<file path="src/rtl/tmr_pkg.sv">
package tmr_pkg;
   localparam int unsigned A_CNT_LO = 0;
   localparam int unsigned A_CNT_HI = 1;
   localparam int unsigned A_RLD_LO = 2;
   localparam int unsigned A_RLD_HI = 3;
   localparam int unsigned A_CTRL   = 4;
   localparam int unsigned A_MODE   = 5;

   localparam int unsigned B_RUN  = 0;
   localparam int unsigned B_EXT  = 1;
   localparam int unsigned B_OVF  = 2;
   localparam int unsigned B_WRAP = 3;
   localparam int unsigned B_DOWN = 0;

   typedef enum logic {DIR_DOWN = 1'b0, DIR_UP = 1'b1} dir_e;
endpackage

</file>
<file path="src/rtl/tmr_sync.sv">
module tmr_sync #(
   parameter int unsigned STAGES = 2
) (
   input  logic clk_i,
   input  logic rst_ni,
   input  logic d_i,
   output logic q_o
);
   if (STAGES < 1) begin : g_bad_stages
      $error("tmr_sync: STAGES must be at least 1");
   end

   logic sr [STAGES];

   for (genvar i = 0; i < STAGES; i++) begin : g_stage
      if (i == 0) begin : g_first
         always_ff @(posedge clk_i or negedge rst_ni) begin
            if (!rst_ni) sr[0] <= 1'b0;
            else         sr[0] <= d_i;
         end
      end else begin : g_next
         always_ff @(posedge clk_i or negedge rst_ni) begin
            if (!rst_ni) sr[i] <= 1'b0;
            else         sr[i] <= sr[i-1];
         end
      end
   end

   assign q_o = sr[STAGES-1];
endmodule

</file>
<file path="src/rtl/tmr_step_gen.sv">
module tmr_step_gen #(
   parameter int unsigned DIV         = 12,
   parameter int unsigned SYNC_STAGES = 2
) (
   input  logic clk_i,
   input  logic rst_ni,
   input  logic run_i,
   input  logic ext_sel_i,
   input  logic ext_pin_i,
   output logic step_o
);
   localparam int unsigned PW = (DIV > 1) ? $clog2(DIV) : 1;

   if (DIV < 2) begin : g_bad_div
      $error("tmr_step_gen: DIV must be at least 2");
   end

   logic          ext_s, ext_d;
   logic [PW-1:0] pre_q;
   logic          pre_last, ext_fall;

   tmr_sync #(.STAGES(SYNC_STAGES)) u_ext_sync (
      .clk_i (clk_i),
      .rst_ni(rst_ni),
      .d_i   (ext_pin_i),
      .q_o   (ext_s)
   );

   always_ff @(posedge clk_i or negedge rst_ni) begin
      if (!rst_ni) ext_d <= 1'b0;
      else         ext_d <= ext_s;
   end

   assign ext_fall = ext_d & ~ext_s;
   assign pre_last = (pre_q == PW'(DIV - 1));

   always_ff @(posedge clk_i or negedge rst_ni) begin
      if (!rst_ni)                 pre_q <= '0;
      else if (run_i && !ext_sel_i) pre_q <= pre_last ? '0 : pre_q + PW'(1);
      else                         pre_q <= '0;
   end

   assign step_o = run_i & (ext_sel_i ? ext_fall : pre_last);

   // while timing, the prescaler advances by one each cycle until it wraps
   assert_prescale_advance_R2: assert property (@(posedge clk_i) disable iff (!rst_ni)
      (run_i && !ext_sel_i && !pre_last) |=> (pre_q == $past(pre_q) + PW'(1)));
endmodule

</file>
<file path="src/rtl/tmr_count_core.sv">
module tmr_count_core #(
   parameter int unsigned HALF_W = 8,
   localparam int unsigned W     = 2 * HALF_W
) (
   input  logic              clk_i,
   input  logic              rst_ni,
   input  logic              step_i,
   input  logic              up_i,
   input  logic              lo_we_i,
   input  logic              hi_we_i,
   input  logic [HALF_W-1:0] wr_half_i,
   input  logic [W-1:0]      reload_i,
   input  logic              ovf_we_i,
   input  logic              ovf_wd_i,
   output logic [W-1:0]      cnt_o,
   output logic              ovf_o,
   output logic              wrap_o
);
   import tmr_pkg::*;

   logic [W-1:0] cnt_q;
   logic         ovf_q, wrap_q;
   logic         at_top, at_floor, cnt_we, wrap_evt;
   dir_e         dir;

   assign dir      = up_i ? DIR_UP : DIR_DOWN;
   assign at_top   = (cnt_q == {W{1'b1}});
   assign at_floor = (cnt_q == reload_i);
   assign cnt_we   = lo_we_i | hi_we_i;
   assign wrap_evt = step_i & ~cnt_we & ((dir == DIR_UP) ? at_top : at_floor);

   always_ff @(posedge clk_i or negedge rst_ni) begin
      if (!rst_ni) begin
         cnt_q <= '0;
      end else if (lo_we_i) begin
         cnt_q[HALF_W-1:0] <= wr_half_i;
      end else if (hi_we_i) begin
         cnt_q[W-1:HALF_W] <= wr_half_i;
      end else if (step_i) begin
         if (dir == DIR_UP) cnt_q <= at_top   ? reload_i    : cnt_q + W'(1);
         else               cnt_q <= at_floor ? {W{1'b1}}   : cnt_q - W'(1);
      end
   end

   always_ff @(posedge clk_i or negedge rst_ni) begin
      if (!rst_ni) begin
         ovf_q  <= 1'b0;
         wrap_q <= 1'b0;
      end else begin
         if (wrap_evt)      ovf_q <= 1'b1;
         else if (ovf_we_i) ovf_q <= ovf_wd_i;
         if (wrap_evt)      wrap_q <= ~wrap_q;
      end
   end

   assign cnt_o  = cnt_q;
   assign ovf_o  = ovf_q;
   assign wrap_o = wrap_q;

   // the wrap bit only moves together with a set overflow flag
   assert_wrap_with_flag_R7: assert property (@(posedge clk_i) disable iff (!rst_ni)
      !$stable(wrap_q) |-> ovf_q);
   // flag is sticky without a control write
   assert_flag_sticky_R8: assert property (@(posedge clk_i) disable iff (!rst_ni)
      (ovf_q && !ovf_we_i) |=> ovf_q);
   // up step from all ones lands on the reload value
   assert_up_reload_R4: assert property (@(posedge clk_i) disable iff (!rst_ni)
      (step_i && up_i && !cnt_we && cnt_q == {W{1'b1}}) |=> (cnt_q == $past(reload_i)));
   // down step at the reload value lands on all ones
   assert_down_underflow_R6: assert property (@(posedge clk_i) disable iff (!rst_ni)
      (step_i && !up_i && !cnt_we && cnt_q == reload_i) |=> (cnt_q == {W{1'b1}}));
   // a low-half write leaves the high half alone
   assert_lo_write_keeps_hi_R9: assert property (@(posedge clk_i) disable iff (!rst_ni)
      lo_we_i |=> (cnt_q[W-1:HALF_W] == $past(cnt_q[W-1:HALF_W])));
   // no step and no write means the count holds
   assert_idle_hold_R2: assert property (@(posedge clk_i) disable iff (!rst_ni)
      (!step_i && !cnt_we) |=> $stable(cnt_q));
endmodule

</file>
<file path="src/rtl/updn_reload_timer.sv">
module updn_reload_timer #(
   parameter int unsigned HALF_W      = 8,
   parameter int unsigned ADDR_W      = 3,
   parameter int unsigned DIV         = 12,
   parameter int unsigned SYNC_STAGES = 2,
   parameter bit          HAS_DOWN    = 1'b1
) (
   input  logic              clk_i,
   input  logic              rst_ni,
   input  logic [ADDR_W-1:0] addr_i,
   input  logic              wr_en_i,
   input  logic [HALF_W-1:0] wr_data_i,
   output logic [HALF_W-1:0] rd_data_o,
   input  logic              ext_clk_i,
   input  logic              dir_i,
   output logic              irq_o,
   output logic              wrap_o
);
   import tmr_pkg::*;

   localparam int unsigned W = 2 * HALF_W;

   if (HALF_W < 4) begin : g_bad_half
      $error("updn_reload_timer: HALF_W must hold the control bits");
   end
   if (ADDR_W < 3) begin : g_bad_addr
      $error("updn_reload_timer: ADDR_W must cover six registers");
   end

   logic [W-1:0] reload_q, cnt;
   logic         run_q, ext_q, down_q, dir_s, step, ovf, wrap;
   logic         we_lo, we_hi, we_rl, we_rh, we_ctrl, we_mode;

   assign we_lo   = wr_en_i && (addr_i == ADDR_W'(A_CNT_LO));
   assign we_hi   = wr_en_i && (addr_i == ADDR_W'(A_CNT_HI));
   assign we_rl   = wr_en_i && (addr_i == ADDR_W'(A_RLD_LO));
   assign we_rh   = wr_en_i && (addr_i == ADDR_W'(A_RLD_HI));
   assign we_ctrl = wr_en_i && (addr_i == ADDR_W'(A_CTRL));
   assign we_mode = wr_en_i && (addr_i == ADDR_W'(A_MODE));

   always_ff @(posedge clk_i or negedge rst_ni) begin
      if (!rst_ni) begin
         reload_q <= '0;
         run_q    <= 1'b0;
         ext_q    <= 1'b0;
      end else begin
         if (we_rl) reload_q[HALF_W-1:0] <= wr_data_i;
         if (we_rh) reload_q[W-1:HALF_W] <= wr_data_i;
         if (we_ctrl) begin
            run_q <= wr_data_i[B_RUN];
            ext_q <= wr_data_i[B_EXT];
         end
      end
   end

   if (HAS_DOWN) begin : g_down
      always_ff @(posedge clk_i or negedge rst_ni) begin
         if (!rst_ni)      down_q <= 1'b0;
         else if (we_mode) down_q <= wr_data_i[B_DOWN];
      end
   end else begin : g_up_only
      assign down_q = 1'b0;
   end

   tmr_sync #(.STAGES(SYNC_STAGES)) u_dir_sync (
      .clk_i (clk_i),
      .rst_ni(rst_ni),
      .d_i   (dir_i),
      .q_o   (dir_s)
   );

   tmr_step_gen #(.DIV(DIV), .SYNC_STAGES(SYNC_STAGES)) u_step (
      .clk_i    (clk_i),
      .rst_ni   (rst_ni),
      .run_i    (run_q),
      .ext_sel_i(ext_q),
      .ext_pin_i(ext_clk_i),
      .step_o   (step)
   );

   tmr_count_core #(.HALF_W(HALF_W)) u_core (
      .clk_i    (clk_i),
      .rst_ni   (rst_ni),
      .step_i   (step),
      .up_i     (~down_q | dir_s),
      .lo_we_i  (we_lo),
      .hi_we_i  (we_hi),
      .wr_half_i(wr_data_i),
      .reload_i (reload_q),
      .ovf_we_i (we_ctrl),
      .ovf_wd_i (wr_data_i[B_OVF]),
      .cnt_o    (cnt),
      .ovf_o    (ovf),
      .wrap_o   (wrap)
   );

   always_comb begin
      rd_data_o = '0;
      case (addr_i)
         ADDR_W'(A_CNT_LO): rd_data_o = cnt[HALF_W-1:0];
         ADDR_W'(A_CNT_HI): rd_data_o = cnt[W-1:HALF_W];
         ADDR_W'(A_RLD_LO): rd_data_o = reload_q[HALF_W-1:0];
         ADDR_W'(A_RLD_HI): rd_data_o = reload_q[W-1:HALF_W];
         ADDR_W'(A_CTRL): begin
            rd_data_o[B_RUN]  = run_q;
            rd_data_o[B_EXT]  = ext_q;
            rd_data_o[B_OVF]  = ovf;
            rd_data_o[B_WRAP] = wrap;
         end
         ADDR_W'(A_MODE): rd_data_o[B_DOWN] = down_q;
         default: ;
      endcase
   end

   assign irq_o  = ovf;
   assign wrap_o = wrap;

   // stopped timer never raises the interrupt by itself
   assert_stopped_quiet_R1: assert property (@(posedge clk_i) disable iff (!rst_ni)
      (!run_q && !irq_o && !we_ctrl) |=> !irq_o);
endmodule

</file>
<file path="config.mk">
export PLATFORM = sky130hd
export DESIGN_NAME = updn_reload_timer
export DESIGN_NICKNAME = d
export VERILOG_FILES = /design/src/rtl/tmr_pkg.sv /design/src/rtl/tmr_sync.sv /design/src/rtl/tmr_step_gen.sv /design/src/rtl/tmr_count_core.sv /design/src/rtl/updn_reload_timer.sv
export SDC_FILE = /design/constraint.sdc
export NUM_CORES = 1
export LEC_CHECK = 0
export ABC_CLOCK_PERIOD_IN_PS = 2100
export CORE_MARGIN = 2
export CORE_UTILIZATION = 53
export DETAILED_ROUTE_END_ITERATION = 6
export MAX_ROUTING_LAYER = met4
export PLACE_DENSITY_LB_ADDON = 0.1
export SETUP_SLACK_MARGIN = 0.05
export SLEW_MARGIN = 15
export SYNTH_ARGS = -nofsm -noshare
export SYNTH_HDL_FRONTEND = slang
export SYNTH_SLANG_ARGS = --single-unit
</file>
<file path="constraint.sdc">
create_clock -name clk_i -period 2.1 [get_ports clk_i]
set_input_delay 0.42 -clock clk_i [delete_from_list [all_inputs] [get_ports clk_i]]
set_output_delay 0.42 -clock clk_i [all_outputs]
set_load 0.005 [all_outputs]
</file>
==> results of run 1 <==
worst max-delay path by stage:
stage	endpoint	startpoint
detailed placement	rd_data_o[3]	addr_i[1]
floorplan	u_core.cnt_o[14]$_DFFE_PN0P_	u_core.cnt_o[0]$_DFFE_PN0P_
global route	u_core.cnt_o[11]$_DFFE_PN0P_	u_core.cnt_o[5]$_DFFE_PN0P_
finish	u_core.cnt_o[5]$_DFFE_PN0P_	u_core.cnt_o[1]$_DFFE_PN0P_
CTS	rd_data_o[2]	reload_q[10]$_DFFE_PN0P_
global placement	rd_data_o[2]	addr_i[0]
critical path, stage by stage (launching register included):
cell	delay [ps]
sky130_fd_sc_hd__dfrtp_1	440
sky130_fd_sc_hd__buf_4	180
sky130_fd_sc_hd__or4_4	600
sky130_fd_sc_hd__buf_4	180
sky130_fd_sc_hd__nor2_2	90
sky130_fd_sc_hd__xor2_1	80
sky130_fd_sc_hd__a2111oi_2	330
sky130_fd_sc_hd__a21oi_1	140
registers in the layout, summed over array words and instances, names as in the netlist:
| register | cells |
|---|---|
| reload_q | 16 |
| u_core.cnt_o | 16 |
| u_step.pre_q | 4 |
| down_q | 1 |
| ext_q | 1 |
| run_q | 1 |
| u_core.ovf_o | 1 |
| u_core.wrap_o | 1 |
| u_dir_sync.q_o | 1 |
| u_dir_sync.sr | 1 |
| u_step.ext_d | 1 |
| u_step.u_ext_sync.q_o | 1 |
| u_step.u_ext_sync.sr | 1 |
layout make-up:
class / count / area, um2
clock buffer: 6 / 72.57
clock inverter: 2 / 13.76
fill: 437 / 1399
inverter: 7 / 26.28
multi-input combinational: 284 / 2350
sequential: 46 / 1164
tap: 77 / 96.34
timing repair buffer: 133 / 1156
timing repair:
action | CTS | global route
pin swaps | 8 | 19
buffers inserted | 20 | 16
cloned | 1 | 1
hold buffers | 0 | 0
gates resized for setup | 46 | 58
setup endpoints to repair | 26 | 26
routing by layer:
metal / share of wire (%) / vias up
li1: - / 1553
met3: 10 / 47
met1: 40 / 1723
met5: 0 / -
met4: 3.2 / 0
met2: 47 / 234
placed cells by master (no fill, tap or decap), types with 7 or more instances in the layout:
master                             n
sky130_fd_sc_hd__buf_4            93
sky130_fd_sc_hd__dfrtp_1          36
sky130_fd_sc_hd__nand2_1          25
sky130_fd_sc_hd__nor2_1           24
sky130_fd_sc_hd__xor2_1           24
sky130_fd_sc_hd__mux2_2           20
sky130_fd_sc_hd__a21oi_1          15
sky130_fd_sc_hd__o21ai_0          12
sky130_fd_sc_hd__nand3_1          12
sky130_fd_sc_hd__clkdlybuf4s50_1  12
sky130_fd_sc_hd__xnor2_1          10
sky130_fd_sc_hd__dfrtp_2          10
sky130_fd_sc_hd__mux2i_1           8
sky130_fd_sc_hd__buf_6             8
sky130_fd_sc_hd__nand4_1           7
report_power, final:
group | internal, mW | switching (mW)
sequential | 1.12 | 0.328
combinational | 1.41 | 1.39
clock | 0.236 | 0.329
cells by family after synthesis:
group	synth area share, %
buffers and inverters	5.574
adder cells (fa/ha/maj)	1.100
AO/OA/AOI/OAI	15.14
XOR/XNOR	9.754
flip-flops	33.74
multiplexers	12.54
AND/OR/NAND/NOR	22.15
==> impl_results.md, run 1 <==
* Outcome: finished, violations left
* Violated checks: negative setup slack
* Worst Setup End Kind: flop
* CTS tree: built
* Unrepaired setup endpoints after global routing: true
* Number of global-route vias before repair at between 3000 and 4000
* Data required, critical path at 2280 ps
* Net count of the mapped netlist at 385
* Worst reg-to-reg setup slack at -60 ps
* Number of library cell types mapped by synthesis at between 60 and 70
* Final Max Slew Viols at 0
* Number of buffers created by CTS at 5
* Cell taking the most area after synthesis: sky130_fd_sc_hd__dfrtp_1
* Instance area at placement at around 0.0042 mm2
* End of the worst register-to-register path: u_core.cnt_o[5]$_DFFE_PN0P_
* Root buf cell: sky130_fd_sc_hd__clkbuf_8
* Ant diodes at 0
* DRC at 0
* Initial detailed-routing violation count at 512
* Logic depth of the worst register-to-register path at 7
* Proportion of synthesized chip area in sequential cells at 33.74%
* First-pass GRT wire length at 18070 um
* Most heavily used metal layer in global routing: met2
* Number of synthesized register bits at 46
* Number of primary I/O pins at 26
* Instance count after placement with tap cells included at 511
* Number of flops mapped to enable cells by yosys at 0
* Worst Setup Slack, final at -61.00 ps
* Deepest clock path buffer count at 2
* Count of synthesis-stage warnings from yosys at 0
* Number of search-and-repair iterations in the first detailed-routing pass at 5
* Total power draw at 4.814 mW
* Post-route clock skew at a little under 8 ps
* Fraction of layout instances using a drive strength above 1 at 45.40%
* Number of nets in the layout at 496
* Chip width at 84.24 um
* Most frequently used cell type in the post-synthesis netlist: sky130_fd_sc_hd__dfrtp_1
* Hold Violations, Final at 0
* Largest cells by area after synthesis: sky130_fd_sc_hd__dfrtp_1 (34%), sky130_fd_sc_hd__mux2_2 (6.6%), sky130_fd_sc_hd__xor2_1 (6.4%)
* Post-synth top area share at 33.74%
* Pin slew with the least headroom to its limit at 501.5 ps
* Post-route cell area at 0.004878 mm2
* P_leak at between 2 and 2.5 nW
* Core area at 0.006277 mm2
* Combined area of all synthesized cells at roughly 0.0034 mm2
* Shortest period the worst path allows at 2161 ps
* List of most frequent post-synthesis cells: sky130_fd_sc_hd__dfrtp_1 (46), sky130_fd_sc_hd__nor2_1 (29), sky130_fd_sc_hd__nand2_1 (27)
* Final GP Congestion at 1.009
* Via density at 6.409
* Grt ovf at 0
* Final-layout worst hold slack at 63.19 ps
* Data arrival time of the worst path at 2340 ps
* Final setup vio count at 5
* Prevailing post-synth register cell: sky130_fd_sc_hd__dfrtp_1
* Vias post-DR at about 3600
* Async S/R FF share, synth at 100.0%
* Antenna-violating nets left at 0
* Met1 demand-to-capacity share in global routing at 47.04%
* Setup TNS Final at -147.7 ps
* Start of the worst register-to-register path: u_core.cnt_o[1]$_DFFE_PN0P_
* Maximum number of pins on one net before global-route repair at 28
* Power per cell area at 986.8 mW/mm2
* Clock slew at reported path FFs at 100 ps
* Worst IR drop on VDD at 0.0006942 V
* Mean instance size in the synthesized netlist at 9.322 um2
* Routed length per placed instance at 22.54 um
* Gate Count Post-Synth at 366
* Overall global routing resource usage at 33.95%
* Global routing usage on met2 at 51.23%
* Die Footprint at 0.007096 mm2
* Maximum fanout encountered on the critical timing path at 6
* Number of cell rows at 29
* Final HPWL from detailed placement at between 8000 and 9000 um
* Routed WL at 12510 um
* Clock latency reported for the late side of the worst-skew pair at 310 ps
* Met3 routing resource usage after global routing at 7.473%
* Post-route fraction of the period consumed by the critical path at 102.9%
* Initial Util at 54.36%
* Post-Place Setup Slack at -523.8 ps
* Final Instance Count excl. Fillers at 555
* Path type of the worst min-delay path: in2async
* Count of maximum capacitance violations at 0
* # port buffers at 25
* Sink count of the clock tree at 46
* Core Util, Final at 77.72%
* Category of the worst setup path launch point: flop
* Initial antenna violation count at 0
* Kind of critical path: reg2reg
* Synthesis-to-layout area growth at 42.98%
* Die Y-Extent at around 84 um
* Maximum frequency from static timing analysis at 0.4627 GHz
* Normalized max-slew margin at 66.41%
* Deepest level of the CTS H-tree at 2
(Power assumes the default switching activity.)
==> run 2, diff against run 1 <==
--- a/config.mk
+++ b/config.mk
@@ -8,6 +8,7 @@
 export ABC_CLOCK_PERIOD_IN_PS = 2100
 export CORE_MARGIN = 2
 export CORE_UTILIZATION = 53
+export CTS_CLUSTER_SIZE = 14
 export DETAILED_ROUTE_END_ITERATION = 6
 export MAX_ROUTING_LAYER = met4
 export PLACE_DENSITY_LB_ADDON = 0.1
==> results of run 2 <==
The final DEF is identical to that of run 1; final timing and power are the same.
